==> src/rtl/adc_seq.sv <==
`timescale 1ns/1ps
module adc_seq #(
  parameter int NCH = 8,
  parameter int RW  = 10,
  parameter int GW  = 16,
  parameter int DW  = 4,
  localparam int CW = $clog2(NCH)
) (
  input  logic          clk,
  input  logic          rst_n,
  input  logic          cfg_run,
  input  logic          cfg_pwrdn,
  input  logic          cfg_single,
  input  logic          cfg_fixed,
  input  logic [CW-1:0] cfg_fix_ch,
  input  logic [NCH-1:0] cfg_ch_en,
  input  logic [DW-1:0] cfg_div,
  input  logic [GW-1:0] cfg_gap,
  input  logic          single_trig,
  output logic          conv_clk,
  output logic [CW-1:0] conv_sel,
  output logic          conv_start,
  input  logic          conv_done,
  input  logic [RW-1:0] conv_data,
  output logic          res_valid,
  output logic [RW-1:0] res_data,
  output logic [CW-1:0] res_ch
);
  typedef enum logic [1:0] {ST_RDY, ST_GAP, ST_BUSY} st_t;
  localparam logic [DW-2:0] ONE = 1;

  st_t            st;
  logic           act, run_q, single_q, fixed_q;
  logic [CW-1:0]  fch_q;
  logic [NCH-1:0] en_q;
  logic [GW-1:0]  gap_q, gcnt;
  logic [DW-1:0]  div_q;
  logic [DW-2:0]  dcnt;

  function automatic logic [CW-1:0] pick(input logic [NCH-1:0] m, input logic [CW-1:0] from);
    pick = from;
    for (int i = NCH; i >= 1; i--)
      if (m[(int'(from) + i) % NCH]) pick = CW'((int'(from) + i) % NCH);
  endfunction

  wire go     = cfg_run & ~cfg_pwrdn;
  wire launch = go & ~run_q;
  wire elig   = fixed_q | (|en_q);
  wire [CW-1:0] first = cfg_fixed ? cfg_fix_ch : pick(cfg_ch_en, CW'(NCH - 1));
  wire [CW-1:0] nxt   = fixed_q ? fch_q : pick(en_q, conv_sel);
  wire [DW-2:0] lim   = (div_q[DW-1:1] == '0) ? ONE : div_q[DW-1:1];

  assign conv_start = go & act & (st == ST_RDY) & elig & (~single_q | single_trig);

  always_ff @(posedge clk) begin
    if (!rst_n) begin
      st <= ST_RDY; act <= 1'b0; run_q <= 1'b0;
      single_q <= 1'b0; fixed_q <= 1'b0; fch_q <= '0; en_q <= '0;
      gap_q <= '0; gcnt <= '0; div_q <= '0; conv_sel <= '0;
      res_valid <= 1'b0; res_data <= '0; res_ch <= '0;
    end else begin
      run_q <= cfg_run;
      res_valid <= 1'b0;
      if (!go) act <= 1'b0;
      else if (launch) begin
        act <= 1'b1; st <= ST_RDY;
        single_q <= cfg_single; fixed_q <= cfg_fixed; fch_q <= cfg_fix_ch;
        en_q <= cfg_ch_en; gap_q <= cfg_gap; conv_sel <= first;
        if (!cfg_div[0]) div_q <= cfg_div;
      end else if (act) begin
        case (st)
          ST_RDY:  if (conv_start) st <= ST_BUSY;
          ST_BUSY: if (conv_done) begin
            res_valid <= 1'b1; res_data <= conv_data; res_ch <= conv_sel;
            conv_sel <= nxt;
            if (gap_q == '0) st <= ST_RDY;
            else begin st <= ST_GAP; gcnt <= gap_q; end
          end
          ST_GAP: if (gcnt == GW'(1)) st <= ST_RDY; else gcnt <= gcnt - GW'(1);
          default: st <= ST_RDY;
        endcase
      end
    end
  end

  always_ff @(posedge clk) begin
    if (!rst_n || !(go && act)) begin
      dcnt <= '0; conv_clk <= 1'b0;
    end else if (dcnt == lim - ONE) begin
      dcnt <= '0; conv_clk <= ~conv_clk;
    end else dcnt <= dcnt + ONE;
  end

  p_start_onecycle_r11: assert property (@(posedge clk) disable iff (!rst_n)
    conv_start |=> !conv_start);
  p_sel_hold_r11: assert property (@(posedge clk) disable iff (!rst_n)
    (act && st == ST_BUSY && !conv_done && go) |=> $stable(conv_sel));
  p_res_follows_done_r9: assert property (@(posedge clk) disable iff (!rst_n)
    res_valid |-> $past(conv_done));
  p_stop_quiet_r2: assert property (@(posedge clk) disable iff (!rst_n)
    !cfg_run |=> (!conv_clk && !conv_start));
  p_scan_enabled_r5: assert property (@(posedge clk) disable iff (!rst_n)
    (conv_start && !fixed_q) |-> en_q[conv_sel]);
  p_fixed_sel_r4: assert property (@(posedge clk) disable iff (!rst_n)
    (conv_start && fixed_q) |-> (conv_sel == fch_q));
endmodule

==> config.mk <==
export PLATFORM = sky130hd
export DESIGN_NAME = adc_seq
export DESIGN_NICKNAME = d
export VERILOG_FILES = /design/src/rtl/adc_seq.sv
export SDC_FILE = /design/constraint.sdc
export NUM_CORES = 1
export LEC_CHECK = 0
export BUFFER_PORTS_ARGS = -buffer_cell sky130_fd_sc_hd__buf_2
export CAP_MARGIN = 20
export CORE_ASPECT_RATIO = 1.1
export CORE_UTILIZATION = 57
export CTS_BUF_LIST = sky130_fd_sc_hd__clkbuf_16
export DETAILED_ROUTE_END_ITERATION = 8
export HOLD_SLACK_MARGIN = 0.1
export PLACE_DENSITY = 0.88
export SLEW_MARGIN = 20
export SYNTH_ARGS = -nofsm -noshare
export SYNTH_HDL_FRONTEND = slang
export SYNTH_SLANG_ARGS = --single-unit
==> constraint.sdc <==
create_clock -name clk -period 3.18 [get_ports clk]
set_input_delay 0.318 -clock clk [delete_from_list [all_inputs] [get_ports clk]]
set_output_delay 0.318 -clock clk [all_outputs]
set_load 0.005 [all_outputs]
* Word level (Yosys, flattened, before mapping)
Cells that the tools add are included.
** Word-level totals
- Bits in registers :: 73
- Input port bits :: 49
- Output and inout bits :: 19
** Cells by class
- Add/subtract/negate cells :: 11
- Magnitude comparators :: 8
- Equality and inequality tests :: 10
- Multiplexer cells :: 58
- Bitwise logic cells :: 26
- Reductions and logical operators :: 30
** Operators by type and width (count)
- $mux 3 :: 21
- $mux 16 :: 3
- $lt 4x5->1 const B :: 8
- $pmux 16 s2 :: 1
- $bmux 1 s3 :: 8
- $reduce_or 3->1 :: 8
- $mux 1 :: 19
- $eq 16x1->1 const B :: 1
- $logic_not 16->1 :: 1
- $sub 16x1->16 const B :: 1
- $reduce_and 5->1 :: 3
- $add 3x3->3 const B :: 4
- $mux 2 :: 5
- $not 1->1 :: 10
- $reduce_bool 10->1 :: 1
- $add 3x1->3 const B :: 3
- $ne 3x3->1 const B :: 3
- $and 1x1->1 const A :: 8
- $reduce_bool 2->1 :: 4
- $reduce_or 8->1 :: 1
- $reduce_and 7->1 :: 1
- $add 3x2->3 const B :: 2
- $and 1x1->1 :: 6
- $ne 2x2->1 const B :: 3
- 15 further kinds :: 18

* Longest topological paths before layout
Gate-level depths: netlist (run 1).
- Word-level depth :: 19
- Gate-level depth with buffers :: 11
- Mapped depth without buffers :: 9

* Worst setup path before layout (run 1)
Ideal clock, no wire load.
- Path kind :: reg2reg
- Start :: reg conv_sel[1]
- End :: reg conv_sel[0]
- Arrival time :: 2.777 ns
- Data required time :: 3.061 ns
- Setup slack :: 0.284 ns
- Cell stages (with the launch flop) :: 12
- Buffers on the path :: 2
- Clock period less this slack :: 2.896 ns
- Path through :: dfxtp_1 -> buf_2 -> inv_1 -> ha_1 -> buf_6 -> mux4_2 -> mux2_4 -> a2111oi_4 -> o211a_1 -> nor2_2 -> a21boi_1 -> o221a_1
** Between the ends
- Longest elaborated chain between the ends :: 16
- Elaborated cells on any way between the ends :: 46
- Those cells by class :: add/sub: 8; mux: 36; reduce/logical: 2
** Ends and longest elaborated chain
- start, declared :: RTL line 21 : output logic [CW-1:0] conv_sel,
- start signal, assigned :: RTL line 68 : en_q <= cfg_ch_en; gap_q <= cfg_gap; conv_sel <= first;
- start signal, assigned :: RTL line 75 : conv_sel <= nxt;
- $add 3x3->3 :: RTL line 43 : if (m[(int'(from) + i) % NCH]) pick = CW'((int'(from) + i) % NCH);
- $bmux 1 s3 :: RTL line 43
- $mux 1 (not written as such) (2 in series) :: RTL line 43
- $mux 3 (7 in series) :: RTL line 43
- $mux 3 :: RTL line 50 : wire [CW-1:0] nxt = fixed_q ? fch_q : pick(en_q, conv_sel);
- $mux 3 :: RTL line 73 : ST_BUSY: if (conv_done) begin
- $mux 3 :: RTL line 71 : case (st)
- $mux 3 :: RTL line 70 : end else if (act) begin
- $mux 3 :: RTL line 65 : else if (launch) begin
Parallel ways exist; a longest one is shown, timed or not. The select of a mux whose other input is x is not followed.
A chain may end at the register's enable or synchronous reset.

* Worst setup path after layout (run 1)
Ends and elaborated chain as after synthesis.

==> results of run 1 <==
[worst paths after layout]
path	startpoint	to	slack, ns	depth (start not counted)
hold / removal	cfg_run	run_q	0.21	2
hold reg to reg	res_data[4]	res_data[4]	0.45	2
setup reg to reg	conv_sel[1]	conv_sel[0]	0.26	10
setup / recovery	conv_sel[1]	conv_sel[0]	0.26	10
[power groups by stage]
stage	clock [mW]	sequential (mW)	combinational, mW
2_1_floorplan	0	0.976	0.270
3_3_place_gp	0	0.982	0.351
3_5_place_dp	0	0.984	0.366
4_1_cts	0.974	0.964	0.370
5_1_grt	1.02	0.968	0.407
6_report	0.969	0.965	0.375
[metal layers]
metal  part of all wire, %  GRT usage, %
met1                    39          34.0
met2                    50          50.5
met3                   6.9          7.17
met4                   3.3          13.1
met5                     0             0
[stage by stage]
step | total power, mW | area [um^2] | std cells | worst slack [ns]
after CTS | 2.31 | 4760 | 659 | 0.297
after global placement | 1.33 | 4480 | 643 | 0.417
after global routing | 2.40 | 4760 | 659 | 0.124
after detailed placement | 1.35 | 4480 | 643 | 0.307
after floorplan | 1.25 | 4090 | 511 | 0.284
final | 2.31 | 4760 | 659 | 0.263
[placed cells by master, fill, tap and decap left out, types with 2 or more instances in the layout]
cell	count
a211oi_1	3
a21oi_1	67
a22oi_1	3
a31oi_1	10
a41oi_1	3
and2_1	2
and3_1	3
buf_2	67
buf_4	11
clkbuf_16	9
clkinvlp_4	3
dfxtp_1	73
ha_1	6
inv_1	16
inv_6	3
mux2_2	2
mux2i_1	6
mux4_1	7
mux4_2	5
nand2_1	102
nand2b_1	5
nand3_1	11
nand4_1	2
nor2_1	48
nor2b_1	3
nor3_1	12
nor4_1	10
o2111ai_1	2
o211a_1	2
o211ai_1	3
o21ai_0	16
o21ai_1	5
o21ba_2	5
o221a_2	9
o22ai_1	2
or2_2	6
xnor2_1	3
xor2_1	6
[final cells by class]
class / count / area (um^2) / area share [%]
multi-input combinational: 391 / 2430 / 51.1
timing repair buffer: 78 / 418 / 8.77
inverter: 16 / 60.1 / 1.26
sequential: 73 / 1460 / 30.7
clock inverter: 7 / 60.1 / 1.26
tap: 85 / 106 / 2.23
clock buffer: 9 / 225 / 4.73
[state kept, by name, summed over array words and instances (netlist names), 2 cells and up]
register and cells:
res_data 10, fch_q 3, dcnt 3, gap_q 16
gcnt 16, div_q 3, res_ch 3, conv_sel 3
st 2, en_q 8
[worst max-delay path, delay by kind of cell, from the launching register on]
family	cells	cell delay [ns]
AO/OA/AOI/OAI	3	0.54
adder cells (fa/ha/maj)	1	0.45
buffers and inverters	2	0.32
flip-flops	1	0.33
multiplexers	2	0.86
AND/OR/NAND/NOR	2	0.32
[synthesized netlist by cell type (all sizes together) (2+ instances only)]
library cell,n,area (um^2)
nand2,102,383
dfxtp,73,1460
a21oi,67,335
nor2,49,186
clkbuf,24,90.1
o21ai,21,105
inv,16,60.1
mux4,12,297
nor3,12,60.1
nand3,11,55.1
a31oi,10,62.6
nor4,10,62.6
o221a,10,113
buf,7,52.5
ha,6,75.1
mux2i,6,60.1
or2,6,37.5
xor2,6,52.6
nand2b,5,31.3
o21ba,5,50.1
o211ai,4,35.0
a211oi,3,22.5
a22oi,3,22.5
a41oi,3,26.3
and3,3,18.8
mux2,3,37.5
nor2b,3,18.8
xnor2,3,26.3
and2,2,12.5
nand4,2,12.5
nor3b,2,15.0
o2111ai,2,17.5
o211a,2,20.0
o22ai,2,12.5
or4,2,18.8
[logic make-up after synthesis]
group / Yosys count / share of synthesized area [%]
AO/OA/AOI/OAI: 141 / 22.5
flip-flops: 73 / 35.7
multiplexers: 21 / 9.63
XOR/XNOR: 9 / 1.93
AND/OR/NAND/NOR: 214 / 23.4
buffers and inverters: 47 / 4.95
adder cells (fa/ha/maj): 6 / 1.83
==> flow_summary_export.csv, run 1 <==
group,metric,value,unit
status,outcome,"completed",
sta,timing.final.hold_violations,0,
yosys,ys_warn_count,0,
place,io_buffers,67,
cells_and_area,fin_nets,624,
critical_path,path_class,"register to register",
detailed_routing,dr.pass1.iters,5,
yosys,synthesis.nets,566,
cells_and_area,diodes,0,
clock_network,htree_levels,3,
critical_path,cp-start-kind,"register",
critical_path,crit_path_cell_trace,"inv_1 -> ha_1 -> buf_4 -> mux4_2 -> mux2i_1 -> and3_1 -> o211a_1 -> nor2_2 -> a21boi_1 -> o221a_1",
critical_path,worstPathRequired,3.41,ns
critical_path,crit_slowest_cell,"mux4_2",
detailed_routing,ant_nets,0,
critical_path,critPathArrivalTime,3.14,ns
sta,max_slew_margin,37.8,%
die,coreArea,6970,um^2
yosys,synth_area_per_cell,8.01,um^2
critical_path,end_kind,"register",
min_path,hold_class,"input port to register",
cells_and_area,final_util,68.4,%
critical_path,path_max_fanout,6,
pwr,ir_drop,0.000357,V
grt,grt_max_degree,33,
pwr,switchingPower,0.662,mW
detailed_routing,vias_per_cell,6.12,
clock_network,cts_setup_buffers,0,
detailed_routing,drc,0,
detailed_routing,num_vias,4036,
yosys,ys_seq_elements,73,
clock_network,cts_made_buffers,9,
grt,grtUsageTotal,29.6,%
clock_network,cts_tree,"done",
yosys,synthArstFlopShare,0,%
yosys,syn_area,4090,um^2
sta,setup_viol,0,
detailed_routing,wirelength,10.5,mm
clock_network,clock-sinks,73,
clock_network,cts_hold_buf,0,
pwr,p_int,1.65,mW
sta,tightest_slew,0.932,ns
grt,overflow,0,
sta,rsz0062_at_grt,"false",
detailed_routing,drt_iter0_drc,214,
pwr,p_seq_share,41.8,%
clock_network,cts-root-buf,"clkbuf_16",
grt,antenna_found_initial,0,
critical_path,critPathMaxStageDelay,0.58,ns
clock_network,clk_latency,0.34,ns
cells_and_area,drive_gt1_share,22.5,%
cells_and_area,synthToLayoutAreaGrowth,16.4,%
yosys,netlist_instances,511,
grt,grt_pass1_wl,17.1,mm
sta,fin_crit,2.92,ns
sta,slew_viol_final,0,
place,post-dp-hpwl,7.30,mm
sta,fin_hold_ws,0.209,ns
detailed_routing,wl_per_cell,15.9,um
run,cap_violations,0,
pwr,leakagePower,1.91,nW
sta,skew,0.00917,ns
grt,first_global_vias,3810,
clock_network,clk_pin_slew,0.06,ns
clock_network,cts.repair.resized,0,
place,gp_congestion,0.916,
yosys,synth_cell_types,58,
sta,fmax,343,MHz
die,num_rows,32,
die,die_y,90.9,um
cells_and_area,nFillCells,549,
die,die_x,82.8,um
die,start_util,58.7,%
pwr,comb_power_share,16.2,%
sta,tns,0,ns
pwr,clkPwrFrac,42.0,%
yosys,ys_seq_area_share,35.7,%
pwr,p_per_area,485,nW/um^2
sta,fin_crit_sh,91.7,%
die,ios,68,
yosys,synth_ff_type,"dfxtp_1",
pwr,switching_share,28.7,%
yosys,synth_edf_count,0,
clock_network,cts_buffer_depth,2,
die,die_area,7520,um^2
Power figures use the tool's default switching activity.
==> run 2: changes to the inputs <==
CORE_MARGIN = 2   (was unset)
REMOVE_ABC_BUFFERS = 1   (was unset)
==> run 2 against run 1 <==
  * Clock-buffer cell count stayed put
  * Clock power is 5.6% lower
  * Worst hold slack better by 0.0074 ns
  * Setup slack worse by 0.0044 ns
  * Maximum frequency is 0.15% lower
  * Combinational power is 2% lower
  * Non-clock buffer count is 1 higher
  * Clock skew is 0.0016 ns lower
  * Sequential share of layout area hardly changed
  * First-iteration DRC count is 24% higher
  * Cell count is 0.15% higher
  * Critical endpoint unchanged
  * Highest routed layer unchanged
==> flow_summary_export.csv, run 2 (synthesis results as in run 1) <==
group,metric,value,unit
place,pre_cts_slack,0.276,ns
grt,antenna_found_initial,0,
sta,fin_crit_sh,91.9,%
grt,grtUsageMet2,43.7,%
clock_network,clk_pin_slew,0.06,ns
place,io_buffers,67,
cells_and_area,fin_nets,625,
clock_network,cts.repair.resized,0,
sta,max_slew_margin,30.5,%
sta,fin_hold_ws,0.217,ns
min_path,hold_class,"input port to register",
cells_and_area,drive_gt1_share,22.3,%
critical_path,r2r_slack,0.26,ns
place,post-dp-hpwl,7.17,mm
grt,grt.busiest_layer,"met2",
grt,grtUsageTotal,26.1,%
die,num_rows,32,
critical_path,path_max_fanout,11,
die,ios,68,
place,gp_congestion,0.901,
grt,first_global_vias,3679,
sta,slew_viol_final,0,
detailed_routing,ant_nets,0,
pwr,total_power,2.25,mW
critical_path,worstPathRequired,3.40,ns
detailed_routing,wirelength,10.2,mm
clock_network,cts_made_buffers,9,
cells_and_area,synthToLayoutAreaGrowth,16.2,%
critical_path,cp-start-kind,"register",
critical_path,end_kind,"register",
critical_path,r2r_end,"conv_sel[0]",
clock_network,clock-sinks,73,
sta,setup_viol,0,
die,die_x,84.8,um
cells_and_area,final_common_cell,"nand2_1",
clock_network,clk_latency,0.34,ns
sta,rsz0062_at_grt,"false",
die,start_util,58.7,%
clock_network,cts_setup_buffers,0,
critical_path,critPathArrivalTime,3.15,ns
cells_and_area,most-common-layout-cells,"nand2_1 (102), dfxtp_1 (73), a21oi_1 (67), buf_2 (67), nor2_1 (48)",
clock_network,cts_buffer_depth,2,
detailed_routing,drt_iter0_drc,266,
detailed_routing,dr.pass1.iters,5,
sta,tns,0,ns
clock_network,cts-root-buf,"clkbuf_16",
run,cap_violations,0,
critical_path,r2r.worst_path.cells,9,
grt,met1_usage,31.7,%
critical_path,path_class,"register to register",
critical_path,timing.rr.start,"conv_sel[0]",
pwr,p_per_area,473,nW/um^2
clock_network,htree_levels,3,
pwr,leakagePower,1.91,nW
grt,grt_max_degree,35,
grt,grt_pass1_wl,16.6,mm
detailed_routing,num_vias,3964,
grt,overflow,0,
sta,fmax,342,MHz
die,die_y,92.9,um
critical_path,critical_path.endpoint,"conv_sel[0]",
sta,fin_crit,2.92,ns
pwr,ir_drop,0.000351,V
die,die_area,7870,um^2
detailed_routing,drc,0,
die,coreArea,6970,um^2
detailed_routing,vias_per_cell,6.01,
cells_and_area,diodes,0,
clock_network,cts_tree,"done",
cells_and_area,final_util,68.3,%
status,outcome,"completed",
sta,finalWorstSetupSlack,0.259,ns
sta,timing.final.hold_violations,0,
sta,tightest_slew,1.04,ns
cells_and_area,reg.largest.list,"gap_q: 16 flops, gcnt: 16 flops, res_data: 10 flops",
clock_network,cts_hold_buf,0,
grt,gr-usage-met3,5.70,%
detailed_routing,wl_per_cell,15.4,um
sta,skew,0.00758,ns
critical_path,startpoint,"conv_sel[0]",
## run 2: cell count changes in the layout (fill, tap and decap cells not counted)
cell / previous run / this run
inv_6: 3 / 1
clkinv_4: 0 / 1
clkinvlp_4: 3 / 2
clkinv_2: 0 / 1
inv_8: 1 / 0
clkinv_1: 0 / 2
buf_4: 11 / 12
## run 2: final cells by class
cell class                 instances  area, um^2
tap                               85         106
fill                             567        2210
clock buffer                       9         225
inverter                          16        60.1
multi-input combinational        391        2430
clock inverter                     7        45.0
timing repair buffer              79         425
sequential                        73        1460
## run 2: worst min-delay path by stage
| stage | cells past startpoint | from | endpoint | slack, ns |
|---|---|---|---|---|
| after floorplan | 1 | dcnt[0] | dcnt[0] | 0.43 |
| after global placement | 2 | fch_q[2] | fch_q[2] | 0.44 |
| after detailed placement | 2 | fch_q[2] | fch_q[2] | 0.44 |
| after CTS | 3 | cfg_gap[7] | gap_q[7] | 0.21 |
| after global routing | 3 | cfg_gap[0] | gap_q[0] | 0.22 |
| final | 3 | cfg_gap[7] | gap_q[7] | 0.22 |
## run 2: stage by stage
step,cell area (um^2),instances
floorplan,3950,480
global placement,4490,644
detailed placement,4490,644
CTS,4760,660
global route,4760,660
finish,4760,660
## run 2: power breakdown
part	total [mW]	switching (mW)	internal, mW
Combinational	0.366	0.199	0.167
Sequential	0.967	0.0289	0.938
Clock	0.915	0.391	0.524
## run 2: per-layer routing
layer | part of all wire (%) | vias to the layer above
li1 | - | 1948
met1 | 43 | 1816
met2 | 48 | 171
met3 | 6.7 | 29
met4 | 2.5 | 0
met5 | 0 | -
## run 2: worst max-delay path, cell delays in order, from the launching register on
cell and delay, ns:
dfxtp_1 0.33, inv_1 0.09, ha_1 0.55, mux4_2 0.62, mux2i_1 0.32, and3_1 0.27
o211a_1 0.20, nor2_2 0.08, a21boi_1 0.13, o221a_1 0.24
==> run 3: changes to the inputs <==
ABC_CLOCK_PERIOD_IN_PS = 3180   (was unset)
SETUP_SLACK_MARGIN = 0.5   (was unset)
==> run 3 against run 2 <==
  * Die area unchanged
  * Cell area rose by 0.95%
  * Wire length increased by 1.1%
  * Sequential cell count is the same
  * Clock-buffer cell count unchanged
  * Largest cell class unchanged
  * Power grew 1.1%
  * Non-clock buffer count increased by 1
  * Maximum frequency rose by 13%
  * Largest power group unchanged
  * Sequential power hardly changed
  * Clock power hardly changed
  * Cell count is 0.15% higher
  * Highest routed layer unchanged
  * Global-route usage is 0.15 points higher
==> flow_summary_export.csv, run 3 (synthesis results as in run 1) <==
group,metric,value,unit
grt,grtUsageTotal,26.2,%
clock_network,cts_tree,"done",
sta,tns,0,ns
critical_path,timing.rr.start,"conv_sel[0]",
critical_path,r2r.worst_path.cells,9,
detailed_routing,vias_per_cell,6.02,
min_path,hold_class,"input port to register",
grt,first_global_vias,3681,
sta,tightest_slew,1.04,ns
cells_and_area,synthToLayoutAreaGrowth,17.3,%
detailed_routing,num_vias,3981,
critical_path,crit_slowest_cell,"mux4_2",
cells_and_area,most-common-layout-cells,"nand2_1 (102), dfxtp_1 (73), a21oi_1 (67), buf_2 (67), nor2_1 (48)",
critical_path,r2r_slack,0.60,ns
sta,slew_viol_final,0,
pwr,p_per_area,473,nW/um^2
die,start_util,58.7,%
clock_network,clock-sinks,73,
sta,skew,0.00869,ns
die,coreArea,6970,um^2
pwr,comb_power_share,17.3,%
pwr,clkPwrFrac,40.2,%
grt,grt_pass1_wl,16.7,mm
run,cap_violations,0,
cells_and_area,fin_nets,626,
critical_path,crit_path_cell_trace,"inv_2 -> ha_4 -> mux4_2 -> mux2_4 -> a2111oi_4 -> o211a_1 -> nor2_2 -> a21boi_1 -> o221a_1",
sta,fin_crit,2.58,ns
cells_and_area,final_common_cell,"nand2_1",
pwr,total_power,2.27,mW
sta,setup_viol,0,
place,gp_congestion,0.901,
grt,antenna_found_initial,0,
grt,grt_max_degree,35,
detailed_routing,dr.pass1.iters,5,
sta,finalWorstSetupSlack,0.597,ns
clock_network,clk_pin_slew,0.06,ns
sta,fin_crit_sh,81.2,%
place,io_buffers,67,
detailed_routing,ant_nets,0,
clock_network,cts_made_buffers,9,
cells_and_area,reg.largest.list,"gap_q: 16 flops, gcnt: 16 flops, res_data: 10 flops",
die,die_y,92.9,um
sta,fmax,387,MHz
sta,max_slew_margin,30.4,%
die,num_rows,32,
sta,rsz0062_at_grt,"false",
cells_and_area,drive_gt1_share,24.0,%
detailed_routing,wl_per_cell,15.5,um
critical_path,critPathBufInv,1,
detailed_routing,wirelength,10.3,mm
clock_network,cts_hold_buf,0,
critical_path,path_class,"register to register",
clock_network,clk_latency,0.33,ns
die,die_x,84.8,um
grt,overflow,0,
min_path,hold_depth,3,
critical_path,worstPathRequired,3.40,ns
clock_network,cts-root-buf,"clkbuf_16",
pwr,p_seq_share,42.6,%
critical_path,r2r_end,"conv_sel[0]",
die,ios,68,
cells_and_area,diodes,0,
critical_path,critPathArrivalTime,2.80,ns
die,die_area,7870,um^2
place,pre_cts_slack,0.276,ns
pwr,switchingPower,0.625,mW
cells_and_area,fin_cells,661,
pwr,switching_share,27.5,%
sta,timing.final.hold_violations,0,
place,dpl.cell_count,644,
min_path,whs_endpoint,"gap_q[7]",
critical_path,cp-start-kind,"register",
clock_network,htree_levels,3,
critical_path,crit_family,"compound AO/OA/AOI/OAI gates",
clock_network,cts_buffer_depth,2,
min_path,hp-start,"cfg_gap[7]",
pwr,ir_drop,0.000354,V
critical_path,critPathMaxStageDelay,0.51,ns
detailed_routing,drt_iter0_drc,275,
pwr,leakagePower,1.90,nW
critical_path,end_kind,"register",
detailed_routing,drc,0,
critical_path,path_max_fanout,6,
status,outcome,"completed",
place,post-dp-hpwl,7.17,mm
pwr,p_int,1.65,mW
cells_and_area,final_util,68.9,%
==> run 3: changes by cell type in the layout (fill, tap and decap cells not counted), sizes merged <==
| cell | previous run | this run |
|---|---|---|
| buf | 79 | 80 |
==> run 3: power groups by stage <==
stage                     Sequential, mW  Combinational (mW)  Clock [mW]
after global placement             0.985               0.350           0
after detailed placement           0.985               0.359           0
final                              0.967               0.392       0.913
after global routing               0.971               0.429       0.963
after floorplan                    0.988               0.240           0
after CTS                          0.965               0.375       0.922
==> run 3: metal layers <==
layer	global-route usage, %	wire length [um]	vias to the layer above
li1	-	-	1952
met1	32.0	4410	1826
met2	44.2	4940	172
met3	5.61	611	31
met4	12.0	303	0
met5	0	0	-
==> run 3: final cells by class <==
class,instances,area (um^2)
clock buffers,9,225
clock inverters,7,45.0
fillers,562,2170
inverters,16,60.1
multi-input cells,391,2470
flip-flops and latches,73,1460
well taps,85,106
repair buffers,80,433
==> run 3: metrics by stage <==
stage,cell area (um^2),hold slack [ns]
5_1_grt,4800,0.224
3_3_place_gp,4490,0.438
3_5_place_dp,4490,0.443
6_report,4800,0.219
4_1_cts,4780,0.213
2_1_floorplan,3950,0.429
==> run 3: how the worst max path moves through the flow <==
stage               cells past startpoint     endpoint         from
detailed placement                      9  conv_sel[0]  conv_sel[0]
global route                            8  conv_sel[0]  conv_sel[0]
CTS                                     9  conv_sel[0]  conv_sel[0]
finish                                  9  conv_sel[0]  conv_sel[0]
floorplan                               7  conv_sel[0]        run_q
global placement                        9  conv_sel[0]  conv_sel[0]
==> run 3: tightest hold or removal path, cell delays in order <==
cell and delay [ns]:
buf_2 0.09, nand2_1 0.05, a21oi_1 0.05
==> run 3: what timing repair did <==
| item | 4_1_cts | 5_1_grt |
|---|---|---|
| pin swaps | 1 | 2 |
| buffers inserted | 1 | 0 |
| setup endpoints to repair | 3 | 1 |
| resized for setup | 2 | 9 |
